$ cat config.mk
export PLATFORM = sky130hd
export DESIGN_NAME = dma_mover
export DESIGN_NICKNAME = d
export VERILOG_FILES = /design/src/rtl/dma_mover_pkg.sv /design/src/rtl/dma_addr_ctr.sv /design/src/rtl/dma_cfg.sv /design/src/rtl/dma_seq.sv /design/src/rtl/dma_mover.sv
export SDC_FILE = /design/constraint.sdc
export NUM_CORES = 1
export LEC_CHECK = 0
export CAP_MARGIN = 20
export CORE_MARGIN = 4
export CORE_UTILIZATION = 45
export DETAILED_ROUTE_END_ITERATION = 8
export PLACE_DENSITY = 0.76
export SLEW_MARGIN = 20
export SYNTH_ARGS = -nofsm -noshare
export SYNTH_HDL_FRONTEND = slang
export SYNTH_HIERARCHICAL = 1
export SYNTH_SLANG_ARGS = --single-unit
$ cat constraint.sdc
create_clock -name clk -period 8.6 [get_ports clk]
set_clock_uncertainty 0.2 [all_clocks]
set_input_delay 1.29 -clock clk [delete_from_list [all_inputs] [get_ports clk]]
set_output_delay 1.29 -clock clk [all_outputs]
set_load 0.01 [all_outputs]
$ cat src/rtl/dma_mover_pkg.sv
// Package: shared encodings for the block transfer engine.
// Assumes: word-addressed bus, register offsets decoded on 3 bits.
package dma_mover_pkg;

    // Bus-release policy, control bits 4:3
    typedef enum logic [1:0] {
        POL_BURST  = 2'd0,
        POL_SINGLE = 2'd1,
        POL_TRANSP = 2'd2,
        POL_RSVD   = 2'd3
    } policy_e;

    // Sequencer phases
    typedef enum logic [2:0] {
        ST_IDLE = 3'd0,
        ST_REQ  = 3'd1,
        ST_RD   = 3'd2,
        ST_WR   = 3'd3,
        ST_GAP  = 3'd4
    } phase_e;

    // Register offsets
    localparam logic [2:0] RA_SRC  = 3'd0;
    localparam logic [2:0] RA_DST  = 3'd1;
    localparam logic [2:0] RA_CNT  = 3'd2;
    localparam logic [2:0] RA_CTRL = 3'd3;
    localparam logic [2:0] RA_CMD  = 3'd4;

    localparam int CTRL_W = 5;

endpackage

$ cat src/rtl/dma_addr_ctr.sv
// Module: one address pointer. It is loaded by software and steps by one word
// per completed transfer when stepping is enabled.
// Assumes: load and step are never requested in the same cycle (load only when idle).
module dma_addr_ctr #(
    parameter int ADDR_W = 32
) (
    input  logic              clk,
    input  logic              rst_n,
    input  logic              load,
    input  logic [ADDR_W-1:0] load_val,
    input  logic              step,
    input  logic              inc_en,
    output logic [ADDR_W-1:0] cur
);

    // Pointer register: software load, otherwise optional post-increment
    always_ff @(posedge clk) begin
        if (!rst_n)
            cur <= '0;
        else if (load)
            cur <= load_val;
        else if (step && inc_en)
            cur <= cur + ADDR_W'(1);
    end

endmodule

$ cat src/rtl/dma_cfg.sv
// Module: configuration and status. It holds the word count, the control
// fields and the done flag, and accepts commands only while the engine is idle.
// Assumes: busy comes from the sequencer; word_done and finish are single-cycle pulses.
module dma_cfg
    import dma_mover_pkg::*;
#(
    parameter int LEN_W = 16
) (
    input  logic             clk,
    input  logic             rst_n,
    input  logic             cfg_we,
    input  logic [2:0]       cfg_addr,
    input  logic [LEN_W-1:0] wdata,
    input  logic             busy,
    input  logic             word_done,
    input  logic             finish,
    output logic [1:0]       wr_addr,
    output logic [1:0]       inc_en,
    output logic             irq_en,
    output policy_e          pol,
    output logic [LEN_W-1:0] cnt,
    output logic             cnt_last,
    output logic             go,
    output logic             done,
    output logic             irq
);

    logic wr_ok, start_cmd, clr_cmd;

    // Write qualification: software writes count only while idle
    always_comb begin
        wr_ok      = cfg_we && !busy;
        wr_addr[0] = wr_ok && (cfg_addr == RA_SRC);
        wr_addr[1] = wr_ok && (cfg_addr == RA_DST);
        start_cmd  = wr_ok && (cfg_addr == RA_CMD) && wdata[0];
        clr_cmd    = wr_ok && (cfg_addr == RA_CMD) && wdata[1];
        go         = start_cmd && (cnt != '0);
        cnt_last   = (cnt == LEN_W'(1));
        irq        = done && irq_en;
    end

    // Word counter: software load, decrement per written word
    always_ff @(posedge clk) begin
        if (!rst_n)
            cnt <= '0;
        else if (wr_ok && (cfg_addr == RA_CNT))
            cnt <= wdata;
        else if (word_done)
            cnt <= cnt - LEN_W'(1);
    end

    // Control fields
    always_ff @(posedge clk) begin
        if (!rst_n) begin
            inc_en <= '0;
            irq_en <= 1'b0;
            pol    <= POL_BURST;
        end else if (wr_ok && (cfg_addr == RA_CTRL)) begin
            inc_en <= wdata[1:0];
            irq_en <= wdata[2];
            pol    <= policy_e'(wdata[4:3]);
        end
    end

    // Sticky done flag: zero-count start, completion, software clear
    always_ff @(posedge clk) begin
        if (!rst_n)
            done <= 1'b0;
        else if (start_cmd)
            done <= (cnt == '0);
        else if (clr_cmd)
            done <= 1'b0;
        else if (finish)
            done <= 1'b1;
    end


    ctrl_frozen_chk: assert property (@(posedge clk) disable iff (!rst_n)
        (busy && cfg_we) |=> ($stable(pol) && $stable(irq_en) && $stable(inc_en)));


    zero_len_chk: assert property (@(posedge clk) disable iff (!rst_n)
        (cfg_we && !busy && cfg_addr == RA_CMD && wdata[0] && cnt == '0) |=> (done && !busy));


    irq_hold_chk: assert property (@(posedge clk) disable iff (!rst_n)
        (irq && !cfg_we) |=> irq);

endmodule

$ cat src/rtl/dma_seq.sv
// Module: bus sequencer. It handles the request/grant handshake, runs the read
// phase and then the write phase of each word, and applies the release policy and abort.
// Assumes: the grant is held while the request is high once given; the count is nonzero on go.
module dma_seq
    import dma_mover_pkg::*;
#(
    parameter int ADDR_W = 32,
    parameter int DATA_W = 32
) (
    input  logic              clk,
    input  logic              rst_n,
    input  logic              go,
    input  policy_e           pol,
    input  logic              cnt_last,
    input  logic              abort,
    input  logic [ADDR_W-1:0] src_addr,
    input  logic [ADDR_W-1:0] dst_addr,
    input  logic              bus_grant,
    input  logic              bus_idle,
    input  logic              bus_ready,
    input  logic [DATA_W-1:0] bus_rdata,
    output logic              busy,
    output logic              word_done,
    output logic              finish,
    output logic              bus_req,
    output logic              bus_oe,
    output logic              bus_rd,
    output logic              bus_wr,
    output logic [ADDR_W-1:0] bus_addr,
    output logic [DATA_W-1:0] bus_wdata
);

    phase_e            phase;
    logic              abort_pend;
    logic              stop_now;
    logic              may_start;
    logic [DATA_W-1:0] data_q;

    // Decode of the current phase and derived control
    always_comb begin
        busy      = (phase != ST_IDLE);
        bus_req   = (phase == ST_REQ) || (phase == ST_RD) || (phase == ST_WR);
        bus_rd    = (phase == ST_RD);
        bus_wr    = (phase == ST_WR);
        bus_oe    = bus_req && bus_grant;
        word_done = bus_wr && bus_ready;
        finish    = word_done && cnt_last;
        stop_now  = abort || abort_pend;
        may_start = bus_grant && ((pol != POL_TRANSP) || bus_idle);
        bus_wdata = data_q;
        bus_addr  = '0;
        if (phase == ST_RD)
            bus_addr = src_addr;
        else if (phase == ST_WR)
            bus_addr = dst_addr;
    end

    // Phase sequencing per release policy
    always_ff @(posedge clk) begin
        if (!rst_n) begin
            phase <= ST_IDLE;
        end else begin
            case (phase)
                ST_IDLE: if (go) phase <= ST_REQ;
                ST_REQ: begin
                    if (abort)
                        phase <= ST_IDLE;
                    else if (may_start)
                        phase <= ST_RD;
                end
                ST_RD: if (bus_ready) phase <= stop_now ? ST_IDLE : ST_WR;
                ST_WR: begin
                    if (bus_ready) begin
                        if (cnt_last || stop_now)
                            phase <= ST_IDLE;
                        else if (pol == POL_SINGLE)
                            phase <= ST_GAP;
                        else if (pol == POL_TRANSP)
                            phase <= ST_REQ;
                        else
                            phase <= ST_RD;
                    end
                end
                ST_GAP: phase <= abort ? ST_IDLE : ST_REQ;
                default: phase <= ST_IDLE;
            endcase
        end
    end

    // Abort memory while a bus phase is still waiting for ready
    always_ff @(posedge clk) begin
        if (!rst_n)
            abort_pend <= 1'b0;
        else if (phase == ST_IDLE)
            abort_pend <= 1'b0;
        else if (abort && (bus_rd || bus_wr))
            abort_pend <= 1'b1;
    end

    // Read data capture at the end of the read phase
    always_ff @(posedge clk) begin
        if (!rst_n)
            data_q <= '0;
        else if (bus_rd && bus_ready)
            data_q <= bus_rdata;
    end


    strobe_grant_chk: assert property (@(posedge clk) disable iff (!rst_n)
        (bus_rd || bus_wr) |-> bus_grant);


    burst_hold_chk: assert property (@(posedge clk) disable iff (!rst_n)
        (bus_wr && bus_ready && !cnt_last && !abort && !abort_pend && pol == POL_BURST)
        |=> (bus_rd && bus_req));


    single_drop_chk: assert property (@(posedge clk) disable iff (!rst_n)
        (bus_wr && bus_ready && pol == POL_SINGLE) |=> !bus_req);


    transp_idle_chk: assert property (@(posedge clk) disable iff (!rst_n)
        ($rose(bus_rd) && pol == POL_TRANSP) |-> $past(bus_idle));


    abort_stop_chk: assert property (@(posedge clk) disable iff (!rst_n)
        (abort && !bus_rd && !bus_wr && busy) |=> !bus_req);

endmodule

$ cat src/rtl/dma_mover.sv
// Module: top of the single-channel block transfer engine. It ties together the
// configuration registers, the two address pointers and the bus sequencer, and
// provides the register read-back mux.
// Assumes: ADDR_W >= LEN_W >= CTRL_W; a word-addressed bus.
module dma_mover
    import dma_mover_pkg::*;
#(
    parameter int ADDR_W = 32,
    parameter int DATA_W = 32,
    parameter int LEN_W  = 16
) (
    input  logic              clk,
    input  logic              rst_n,
    input  logic              cfg_we,
    input  logic [2:0]        cfg_addr,
    input  logic [ADDR_W-1:0] cfg_wdata,
    output logic [ADDR_W-1:0] cfg_rdata,
    input  logic              abort,
    output logic              bus_req,
    input  logic              bus_grant,
    input  logic              bus_idle,
    output logic              bus_oe,
    output logic [ADDR_W-1:0] bus_addr,
    output logic              bus_rd,
    output logic              bus_wr,
    output logic [DATA_W-1:0] bus_wdata,
    input  logic [DATA_W-1:0] bus_rdata,
    input  logic              bus_ready,
    output logic              irq
);

    localparam int CNT_PAD  = ADDR_W - LEN_W;
    localparam int CTRL_PAD = ADDR_W - CTRL_W;
    localparam int STAT_PAD = ADDR_W - 2;

    logic [1:0]             wr_addr;
    logic [1:0]             inc_en;
    logic [1:0][ADDR_W-1:0] cur_addr;
    logic                   irq_en, cnt_last, go, done, busy, word_done, finish;
    logic [LEN_W-1:0]       cnt;
    policy_e                pol;

    dma_cfg #(.LEN_W(LEN_W)) u_cfg (
        .clk       (clk),
        .rst_n     (rst_n),
        .cfg_we    (cfg_we),
        .cfg_addr  (cfg_addr),
        .wdata     (cfg_wdata[LEN_W-1:0]),
        .busy      (busy),
        .word_done (word_done),
        .finish    (finish),
        .wr_addr   (wr_addr),
        .inc_en    (inc_en),
        .irq_en    (irq_en),
        .pol       (pol),
        .cnt       (cnt),
        .cnt_last  (cnt_last),
        .go        (go),
        .done      (done),
        .irq       (irq)
    );

    // Source (index 0) and destination (index 1) pointers
    for (genvar g = 0; g < 2; g++) begin : g_ptr
        dma_addr_ctr #(.ADDR_W(ADDR_W)) u_ptr (
            .clk      (clk),
            .rst_n    (rst_n),
            .load     (wr_addr[g]),
            .load_val (cfg_wdata),
            .step     (word_done),
            .inc_en   (inc_en[g]),
            .cur      (cur_addr[g])
        );
    end

    dma_seq #(.ADDR_W(ADDR_W), .DATA_W(DATA_W)) u_seq (
        .clk       (clk),
        .rst_n     (rst_n),
        .go        (go),
        .pol       (pol),
        .cnt_last  (cnt_last),
        .abort     (abort),
        .src_addr  (cur_addr[0]),
        .dst_addr  (cur_addr[1]),
        .bus_grant (bus_grant),
        .bus_idle  (bus_idle),
        .bus_ready (bus_ready),
        .bus_rdata (bus_rdata),
        .busy      (busy),
        .word_done (word_done),
        .finish    (finish),
        .bus_req   (bus_req),
        .bus_oe    (bus_oe),
        .bus_rd    (bus_rd),
        .bus_wr    (bus_wr),
        .bus_addr  (bus_addr),
        .bus_wdata (bus_wdata)
    );

    // Register read-back mux
    always_comb begin
        case (cfg_addr)
            RA_SRC:  cfg_rdata = cur_addr[0];
            RA_DST:  cfg_rdata = cur_addr[1];
            RA_CNT:  cfg_rdata = {{CNT_PAD{1'b0}}, cnt};
            RA_CTRL: cfg_rdata = {{CTRL_PAD{1'b0}}, pol, irq_en, inc_en};
            RA_CMD:  cfg_rdata = {{STAT_PAD{1'b0}}, done, busy};
            default: cfg_rdata = '0;
        endcase
    end


    cnt_stable_chk: assert property (@(posedge clk) disable iff (!rst_n)
        (busy && !word_done) |=> $stable(cnt));


    src_fixed_chk: assert property (@(posedge clk) disable iff (!rst_n)
        (busy && !inc_en[0]) |=> $stable(cur_addr[0]));

endmodule

======== Yosys cells after proc, flatten, opt, wreduce, memory -nomap -nowiden ========
Cells that the tools add are included.
cells by class
  divide/modulo/power cells ............... 0
  muxes and demuxes ....................... 23
  reduce and logical (&&, ||, !) cells .... 36
  bitwise operators ....................... 1
  $mul .................................... 0
  equality and inequality tests ........... 16
  shift-type cells ........................ 0
  $lt $le $gt $ge ......................... 0
  add/subtract/negate cells ............... 3
operators with widths
  operator                                                                 number
  32-bit 2-to-1 mux                                                        6
  32-bit case mux with 5 select lines                                      1
  32-bit by 1-bit adder with 32-bit output (second input constant)         2
  16-bit 2-to-1 mux                                                        2
  3-bit 2-to-1 mux                                                         7
  1-bit logical AND                                                        18
  16-bit by 1-bit equality test with 1-bit output (second input constant)  1
  16-bit logical NOT                                                       1
  16-bit nonzero test                                                      1
  16-bit by 1-bit subtractor with 16-bit output (second input constant)    1
  3-bit case mux with 5 select lines                                       1
  3-bit by 2-bit equality test with 1-bit output (second input constant)   4
  2-bit != test (second input constant)                                    4
  3-bit by 1-bit equality test with 1-bit output (second input constant)   2
  3-bit equality test (second input constant)                              2
  3-bit logical NOT                                                        2
  1-bit logical OR                                                         6
  2-bit nonzero test                                                       3
  3-bit nonzero test                                                       2
  1-bit 2-to-1 mux                                                         4
  2-bit 2-to-1 mux                                                         2
  4-bit AND reduction                                                      1
  3-bit by 2-bit != test with 1-bit output (second input constant)         1
  2-bit by 1-bit equality test with 1-bit output (second input constant)   1
  4 further kinds                                                          4
word-level totals
  memory bits (writable) .................. 0
  memories kept ........................... 0
  bits in latches ......................... 0
  bits of input ports ..................... 74
  bits in read-only memories .............. 0
  output and inout port bits .............. 101
  word-level logic and storage cells ...... 89
  register bits after elaboration ......... 122

======== Logic depth before layout (Yosys ltp) ========
Gate-level depths: netlist of the first run.
  depth after elaboration ................. 8
  depth in mapped cells ................... 10
  gate-level depth less buffers ........... 8

======== Cells and area by module ========
Netlist of the first run, hierarchy kept.
by module, submodules not included
  module        area each (um^2)  times used  cells an instance  sequential area each (um^2)
  dma_addr_ctr  1808.0            2           230                640.6
  dma_seq       1836.8            1           225                720.7
  dma_cfg       1184.9            1           136                440.4
  dma_mover     760.7             1           108                0.0

======== Worst setup path before layout of the first run ========
No wires, ideal clock.
  path type ............................... input to output
  from .................................... in cfg_addr[0]
  to ...................................... out cfg_rdata[3]
  required time ........................... 7.110 ns
  path slack .............................. 5.037 ns
  data arrival time ....................... 2.073 ns
  cell stages on the path ................. 3
  path buffers ............................ 1
  path through ............................ buf_4 -> mux4_2 -> nor2b_1
on the way
  word-level cells in the longest chain between the ends .. 2
  elaborated cells between the ends (all ways) .. 6
  those cells by class .................... eq/ne (4); mux (1); reduce/logical (1)
RTL lines
  what                                         RTL line          source
  start, declared                              dma_mover.sv:15   input logic [2:0] cfg_addr,
  3-bit equality test (tied with other cells)  dma_mover.sv:102  case (cfg_addr)
  32-bit case mux with 5 select lines *        dma_mover.sv:102
  end, declared                                dma_mover.sv:17   output logic [ADDR_W-1:0] cfg_rdata,
Every way passes the cells marked *; elsewhere a longest branch is shown, timed or not.

======== Worst setup path after layout of the first run ========
  from .................................... in cfg_addr[2]
  to ...................................... out cfg_rdata[16]
Same word-level chain as after synthesis.

==> results_dict.tcl, run 1 <==
set metrics [dict create \
    io_buffers 174 \
    vias 7437 \
    timing.setup.critical_path_class "in2out" \
    numCtsBuffers 17 \
    cp-start-kind "input pin" \
    fin_total_pwr_uw 1540 \
    syn-num-nets 1009 \
    cts_tree "done" \
    mostFrequentLayoutCell "clkdlybuf4s50_1" \
    num_antenna_cells 0 \
    peakVddDrop_v 0.000151 \
    required_ns 7.11 \
    drt_iter0_markers 551 \
    min_to "u_seq/bus_wdata[21]" \
    cp.arrival_ns 3.76 \
    core_mm2 0.0160 \
    min_delay_path_depth 2 \
    place_congestion 0.907 \
    pwr-share-clk_pct 46.9 \
    die_h_um 136 \
    dp_slack_ns 3.38 \
    dp.final_hpwl_um 16300 \
    cts_hold_buf 0 \
    overflow 0 \
    ant_nets 0 \
    row_count 46 \
    netSwitchingPower_uw 428 \
    r2r-start "u_seq/phase[0]" \
    avgSynthCellArea_um2 7.96 \
    p_sw_share_pct 27.7 \
    root_buffer "clkbuf_16" \
    worstReg2RegEnd "g_ptr[1].u_ptr/cur[13]" \
    start_util_pct 46.2 \
    dieWidth_um 136 \
    grt_pass1_wl_um 37100 \
    final_core_util_pct 61.2 \
    outcome "complete, no violations" \
    totalWireLength_um 23800 \
    syn_area_mm2 0.00740 \
    clk_pin_slew_ns 0.06 \
    slew_viol_final 0 \
    final.setup.worst_slack_ns 3.35 \
    relSlewSlack_pct 27.2 \
    p_leak_uw 0.00327 \
    worst-r2r-cell-count 8 \
    yosysSeqAreaShare_pct 33.0 \
    grt_pass1_vias 7090 \
    nets 1148 \
    rrSetupSlack_ns 5.37 \
    worst_pin_slew_ns 1.08 \
    hold_viol 0 \
    async_reset_ff_share_pct 0 \
    drive_gt1_share_pct 7.22 \
    cts_max_level 4 \
    combPwrFrac_pct 12.5 \
    yosysWarnings 6 \
    clock-sinks 122 \
    routedWlPerCell_um 18.3 \
    cts_resized 0 \
    synth_ff_type "dfxtp_1" \
    finalSetupViolCount 0 \
    cts_buffer_depth 2 \
    antenna_found_initial 0 \
    min_path_type "reg2reg" \
    setup_tns_ns 0 \
    timing.hold.ws_ns 0.252 \
    grt_max_degree 113 \
    p_int_uw 1110 \
    syn_inst 929 \
    crit_fanout 25 \
    drv_cap 0 \
    power.density_mw_per_mm2 158 \
    post-route-period-util_pct 61.1 \
    via_per_inst 5.73 \
    synth_edf_count 0 \
    fmax_mhz 190 \
    dieArea_mm2 0.0186 \
    syn_to_final_growth_pct 32.4 \
    final.min_clock_period_ns 5.25 \
    drc 0 \
    crit_path_end_kind "primary output" \
    seq_power_share_pct 40.6 \
    rsz0062_at_grt "false" \
    final_cell_mix "clkdlybuf4s50_1 (172), nand2_1 (148), dfxtp_1 (122)" \
    postCtsSetupBuffers 0 \
    yosysUniqueCellTypes 61 \
    first_pass_iters 6 \
    worstSkewPairLatency_ns 0.43 \
    io_pins 175 \
    synth-seq-cells 122 \
    track_usage_pct 25.3 \
    holdCritStartpoint "u_seq/bus_wdata[21]" \
]
-- cells in the mapped netlist, drive strengths merged, types with 3 or more instances --
cell	count	area share [%]
nand2	149	7.6
dfxtp	122	33
o21ai	85	5.8
a21oi	70	4.7
nor2	45	2.3
xnor2	45	5.3
clkbuf	43	2.2
mux2i	37	5.0
a21boi	33	3.3
a22o	32	3.8
nand3	31	2.4
xor2	30	3.6
nand4	26	2.8
buf	21	1.8
nor3	21	1.6
nor4	21	2.0
or2	14	1.2
and2	13	1.1
and4	10	1.2
nor2b	10	0.85
inv	9	0.46
and3	8	0.71
a211oi	7	0.71
ha	6	1.0
nor3b	5	0.73
or3	5	0.42
nor4b	4	0.85
a31oi	3	0.25
mux4	3	0.91
-- flip-flops by register name, summed over array words and instances (netlist names) --
register / count
g_ptr.u_ptr/cur: 64
u_seq/bus_wdata: 32
u_cfg/cnt: 16
u_seq/phase: 3
u_cfg/inc_en: 2
u_cfg/pol: 2
u_cfg/done: 1
u_cfg/irq_en: 1
u_seq/abort_pend: 1
-- through the flow --
| stage | std cells | cell area (um^2) |
|---|---|---|
| finish | 1297 | 9790 |
| CTS | 1296 | 9780 |
| global placement | 1264 | 9190 |
| global route | 1297 | 9790 |
| floorplan | 929 | 7400 |
| detailed placement | 1264 | 9190 |
-- worst max path at each step --
stage / startpoint / to
floorplan: cfg_addr[0] / cfg_rdata[3]
global placement: cfg_addr[2] / cfg_rdata[31]
detailed placement: cfg_addr[2] / cfg_rdata[16]
CTS: cfg_addr[0] / cfg_rdata[13]
global route: cfg_addr[0] / cfg_rdata[13]
finish: cfg_addr[2] / cfg_rdata[16]
-- per-layer routing --
layer	wire [um]	global-route usage, %	up-vias
li1	-	-	3591
met1	9990	31.7	3476
met2	11300	42.1	326
met3	1920	6.55	44
met4	573	8.90	0
met5	0	0	-
-- cells by family after synthesis --
logic type               Yosys count  synth area share (%)
flip-flops                       122                  33.0
AND/OR/NAND/NOR                  373                  27.0
adder cells (fa/ha/maj)            6                  1.01
multiplexers                      41                  6.07
buffers and inverters             73                  4.41
XOR/XNOR                          75                  8.88
AO/OA/AOI/OAI                    239                  19.7
-- final cells by class --
cell class | count | area, um^2
Clock buffer | 17 | 425
Clock inverter | 15 | 168
Fill cell | 1454 | 6210
Inverter | 9 | 33.8
Multi-Input combinational cell | 734 | 4640
Sequential cell | 122 | 2440
Tap cell | 216 | 270
Timing Repair Buffer | 184 | 1810
-- critical path, stage by stage --
cell and delay [ns]:
clkdlybuf4s50_1 0.97, or2_1 0.73, nor2_1 0.20, clkdlybuf4s50_1 0.56
-- power groups by stage --
stage                     Combinational, uW  Clock, uW  Sequential (uW)
final                                   193        723              626
after global routing                    210        760              629
after CTS                               192        729              625
after detailed placement                190          0              637
after global placement                  187          0              637
after floorplan                         112          0              624
No activity file was read; power rests on OpenSTA's default activity.
==> run 2, diff against run 1 <==
--- a/config.mk
+++ b/config.mk
@@ -9,7 +9,7 @@
 export CORE_MARGIN = 4
 export CORE_UTILIZATION = 45
 export DETAILED_ROUTE_END_ITERATION = 8
-export PLACE_DENSITY = 0.76
+export PLACE_DENSITY = 0.79
 export SLEW_MARGIN = 20
 export SYNTH_ARGS = -nofsm -noshare
 export SYNTH_HDL_FRONTEND = slang
==> constraint.sdc (replaced) <==
create_clock -name clk -period 4.3 [get_ports clk]
set_clock_uncertainty 0.2 [all_clocks]
set_input_delay 0.645 -clock clk [delete_from_list [all_inputs] [get_ports clk]]
set_output_delay 0.645 -clock clk [all_outputs]
set_load 0.01 [all_outputs]
==> run 2 against run 1 <==
Count of clock-buffer cells in the layout grew 5. Via count down 0.15%. Total power rose by 95%.
==> results_dict.tcl, run 2 (synthesis gave the netlist of run 1 again) <==
set metrics [dict create \
    place_area_mm2 0.00925 \
    io_pins 175 \
    cts_buffer_depth 2 \
    hold_viol 0 \
    fmax_mhz 277 \
    grt_pass1_wl_um 36400 \
    cts_hold_buf 0 \
    power.density_mw_per_mm2 307 \
    crit_fanout 15 \
    relSlewSlack_pct 44.0 \
    clock-sinks 122 \
    worstSkewPairLatency_ns 0.42 \
    first_pass_iters 5 \
    worst_pin_slew_ns 0.832 \
    totalWireLength_um 23400 \
    grt_use_met2_pct 40.5 \
    drt_iter0_markers 591 \
    min_delay_path_depth 2 \
    largest_register "g_ptr.u_ptr/cur" \
    peakVddDrop_v 0.000268 \
    dp.final_hpwl_um 16700 \
    final.min_clock_period_ns 3.61 \
    drive_gt1_share_pct 7.45 \
    core_mm2 0.0160 \
    antenna_found_initial 0 \
    vias 7426 \
    fin_area_mm2 0.00981 \
    nets 1155 \
    dp_slack_ns 0.734 \
    cp.arrival_ns 2.76 \
    finalSetupViolCount 0 \
    final_core_util_pct 61.3 \
    drv_cap 0 \
    cts_max_level 4 \
    num_antenna_cells 0 \
    mostFrequentLayoutCell "clkdlybuf4s50_1" \
    grt-busiest-layer "met2" \
    setup_tns_ns 0 \
    worst-r2r-cell-count 8 \
    grt_pass1_vias 6962 \
    drc 0 \
    cp-start-kind "input pin" \
    grt_max_degree 48 \
    outcome "complete, no violations" \
    place_congestion 0.938 \
    routedWlPerCell_um 18.0 \
    timing.hold.ws_ns 0.248 \
    final.setup.worst_slack_ns 0.695 \
    met1_usage_pct 31.2 \
    numCtsBuffers 17 \
    ant_nets 0 \
    final_cell_mix "clkdlybuf4s50_1 (172), nand2_1 (148), dfxtp_1 (122)" \
    overflow 0 \
    postCtsSetupBuffers 0 \
    required_ns 3.45 \
    post-route-period-util_pct 83.8 \
    dieWidth_um 136 \
    rsz0062_at_grt "false" \
    cts_tree "done" \
    row_count 46 \
    timing.setup.critical_path_class "in2out" \
    min_path_type "reg2reg" \
    start_util_pct 46.2 \
    via_per_inst 5.70 \
    met3_usage_pct 5.88 \
    die_h_um 136 \
    largest_register_ffs 64 \
    track_usage_pct 24.7 \
    p_leak_uw 0.00331 \
    slew_viol_final 0 \
    dieArea_mm2 0.0186 \
    cts_resized 0 \
    syn_to_final_growth_pct 32.6 \
    crit_path_end_kind "primary output" \
    io_buffers 174 \
    root_buffer "clkbuf_16" \
    clk_pin_slew_ns 0.05 \
]
run 2: cell types whose count changed in the layout (fill, tap and decap cells not counted), moves of 3 or more:
cell and change:
buf_4 +8, inv_6 -5, clkinvlp_4 -4, clkinv_2 +6
clkinv_4 -3, clkbuf_1 +3
run 2: routing by layer:
layer | share of wire (%) | routed length [um]
met2 | 47 | 11000
met4 | 3.3 | 764
met3 | 9.0 | 2110
met1 | 41 | 9600
met5 | 0 | 0
run 2: path summary, 6_finish.rpt:
kind,from,to,slack (ns)
hold / removal,u_seq/bus_wdata[2],u_seq/bus_wdata[2],0.25
setup / recovery,cfg_addr[2],cfg_rdata[0],0.69
hold reg to reg,u_seq/bus_wdata[2],u_seq/bus_wdata[2],0.25
setup reg to reg,u_seq/phase[0],g_ptr[0].u_ptr/cur[16],1.38
run 2: where the power goes:
part | switching, uW | internal (uW)
logic | 195 | 193
clock network | 500 | 873
registers | 75.2 | 1180
total | 770 | 2240
run 2: cell type report:
cell class | count | area (um^2)
Fill cell | 1464 | 6190
Multi-Input combinational cell | 734 | 4640
Sequential cell | 122 | 2440
Timing Repair Buffer | 191 | 1860
Clock buffer | 22 | 464
Tap cell | 216 | 270
Clock inverter | 9 | 97.6
Inverter | 9 | 33.8
run 2: worst max-delay path, stage by stage:
cell and delay (ns):
clkdlybuf4s50_1 0.82, buf_4 0.32, nor3b_1 0.07, or3_1 0.37, clkdlybuf4s50_1 0.53
run 2: per-stage QoR:
step / power [uW] / cells
4_1_cts: 3020 / 1303
3_5_place_dp: 1650 / 1272
5_1_grt: 3130 / 1303
2_1_floorplan: 1470 / 929
6_report: 3010 / 1303
3_3_place_gp: 1650 / 1272
==> run 3, diff against run 2 <==
--- a/config.mk
+++ b/config.mk
@@ -9,7 +9,7 @@
 export CORE_MARGIN = 4
 export CORE_UTILIZATION = 45
 export DETAILED_ROUTE_END_ITERATION = 8
-export PLACE_DENSITY = 0.79
+export PLACE_DENSITY = 0.76
 export SLEW_MARGIN = 20
 export SYNTH_ARGS = -nofsm -noshare
 export SYNTH_HDL_FRONTEND = slang
==> constraint.sdc (replaced) <==
create_clock -name clk -period 3.32 [get_ports clk]
set_clock_uncertainty 0.2 [all_clocks]
set_input_delay 0.498 -clock clk [delete_from_list [all_inputs] [get_ports clk]]
set_output_delay 0.498 -clock clk [all_outputs]
set_load 0.01 [all_outputs]
==> run 3 against run 2 <==
Total power rose by 33%. Register-to-register slack got worse by 0.75 ns. Flip-flop and latch count did not move. First-iteration DRC count fell by 5.8%. Worst hold slack improved by 0.0036 ns. Non-clock buffer count rose by 8. Worst setup slack got worse by 0.45 ns. Wire length rose by 0.84%. Die area did not move. Highest routed layer unchanged. Global-route usage rose by 0.068 points. Cell count rose by 0.69%. Sequential power rose by 30%.
==> results_dict.tcl, run 3 (synthesis gave the netlist of run 1 again) <==
set metrics [dict create \
    cpMaxStageDelayCell "or2_1" \
    io_pins 175 \
    cp_common_cell "clkdlybuf4s50_1" \
    grt_use_met2_pct 41.1 \
    start_util_pct 46.2 \
    final_cell_mix "clkdlybuf4s50_1 (172), nand2_1 (149), dfxtp_1 (122)" \
    first_pass_iters 6 \
    cts_tree "done" \
    via_per_inst 5.69 \
    netSwitchingPower_uw 1030 \
    cts_hold_buf 0 \
    drc 0 \
    root_buffer "clkbuf_16" \
    timing.hold.ws_ns 0.252 \
    power.density_mw_per_mm2 405 \
    grt_max_degree 48 \
    hold_viol 0 \
    postCtsSetupBuffers 0 \
    combPwrFrac_pct 12.5 \
    min_path_type "reg2reg" \
    cts_resized 0 \
    seq_power_share_pct 40.3 \
    p_int_uw 2990 \
    timing.setup.critical_path_class "in2out" \
    routedWlPerCell_um 18.0 \
    fmax_mhz 325 \
    required_ns 2.62 \
    final_core_util_pct 62.0 \
    antenna_found_initial 0 \
    overflow 0 \
    fillers 1446 \
    slew_viol_final 0 \
    numCtsBuffers 17 \
    final.setup.worst_slack_ns 0.242 \
    finalSetupViolCount 0 \
    drt_iter0_markers 557 \
    crit_fanout 27 \
    vias 7469 \
    dp_slack_ns 0.220 \
    peakVddDrop_v 0.000351 \
    largest_register_ffs 64 \
    cts_max_level 4 \
    row_count 46 \
    drv_cap 0 \
    die_h_um 136 \
    seq_area_mm2 0.00244 \
    worstSkewPairLatency_ns 0.42 \
    met1_usage_pct 31.5 \
    cp.arrival_ns 2.38 \
    place_congestion 0.925 \
    dp.final_hpwl_um 16800 \
    totalWireLength_um 23600 \
    num_antenna_cells 0 \
    drive_gt1_share_pct 8.21 \
    syn_to_final_growth_pct 34.1 \
    ant_nets 0 \
    multi_input_area_mm2 0.00464 \
    pwr-share-clk_pct 47.1 \
    crit_path_end_kind "primary output" \
    fin_total_pwr_uw 4020 \
    grt-busiest-layer "met2" \
    track_usage_pct 24.8 \
    relSlewSlack_pct 57.5 \
    final.min_clock_period_ns 3.08 \
    io_buffers 174 \
    cp-start-kind "input pin" \
    post-route-period-util_pct 92.7 \
    cts_buffer_depth 2 \
    p_sw_share_pct 25.6 \
    setup_tns_ns 0 \
    outcome "complete, no violations" \
    clk_pin_slew_ns 0.05 \
    dieArea_mm2 0.0186 \
    grt_pass1_wl_um 36500 \
    rsz0062_at_grt "false" \
    nets 1163 \
    mostFrequentLayoutCell "clkdlybuf4s50_1" \
    max_stage_delay_ns 0.53 \
    worst_pin_slew_ns 0.637 \
    rrSetupSlack_ns 0.63 \
    grt_pass1_vias 6971 \
    dieWidth_um 136 \
    worstPathCellList "clkdlybuf4s50_1 -> buf_12 -> or2_1 -> nor2_1 -> clkdlybuf4s50_1" \
    clock-sinks 122 \
    p_leak_uw 0.00337 \
    core_mm2 0.0160 \
    met3_usage_pct 5.77 \
    largest_register "g_ptr.u_ptr/cur" \
]
[run 3: cell types whose count changed in the layout (fill, tap and decap cells not counted), sizes merged]
cell	delta
bufinv	+1
clkinvlp	+1
clkinv	+1
buf	+8
clkbuf	-2
[run 3: layer usage]
layer / vias to the layer above / part of all wire [%]
met1: 3446 / 42
met5: - / 0
met2: 356 / 46
li1: 3611 / -
met4: 0 / 2.6
met3: 56 / 8.6
[run 3: worst paths after layout]
path | start | end | cells after the start
setup reg to reg | u_seq/phase[0] | g_ptr[1].u_ptr/cur[27] | 7
setup / recovery | cfg_addr[1] | cfg_rdata[17] | 5
hold reg to reg | u_seq/bus_wdata[7] | u_seq/bus_wdata[7] | 2
hold / removal | u_seq/bus_wdata[7] | u_seq/bus_wdata[7] | 2
[run 3: stage by stage]
| step | instances | area (um^2) |
|---|---|---|
| detailed placement | 1280 | 9320 |
| finish | 1312 | 9920 |
| CTS | 1312 | 9920 |
| floorplan | 929 | 7400 |
| global route | 1312 | 9920 |
| global placement | 1280 | 9320 |
[run 3: final cells by class]
cell class | instances | area share (%)
Multi-Input combinational cell | 734 | 46.8
Sequential cell | 122 | 24.6
Timing Repair Buffer | 199 | 19.5
Clock buffer | 20 | 4.60
Tap cell | 216 | 2.72
Clock inverter | 12 | 1.49
Inverter | 9 | 0.340
[run 3: power by group through the flow]
stage | clock network, uW | logic [uW] | registers (uW)
after floorplan | 0 | 290 | 1620
after global placement | 0 | 491 | 1650
after detailed placement | 0 | 497 | 1650
after CTS | 1910 | 500 | 1620
after global routing | 1980 | 548 | 1630
final | 1890 | 504 | 1620
[run 3: critical path, delay by kind of cell]
kind,cells,cell delay (ns)
buffers and inverters,3,1.21
and+or+nand+nor,2,0.65
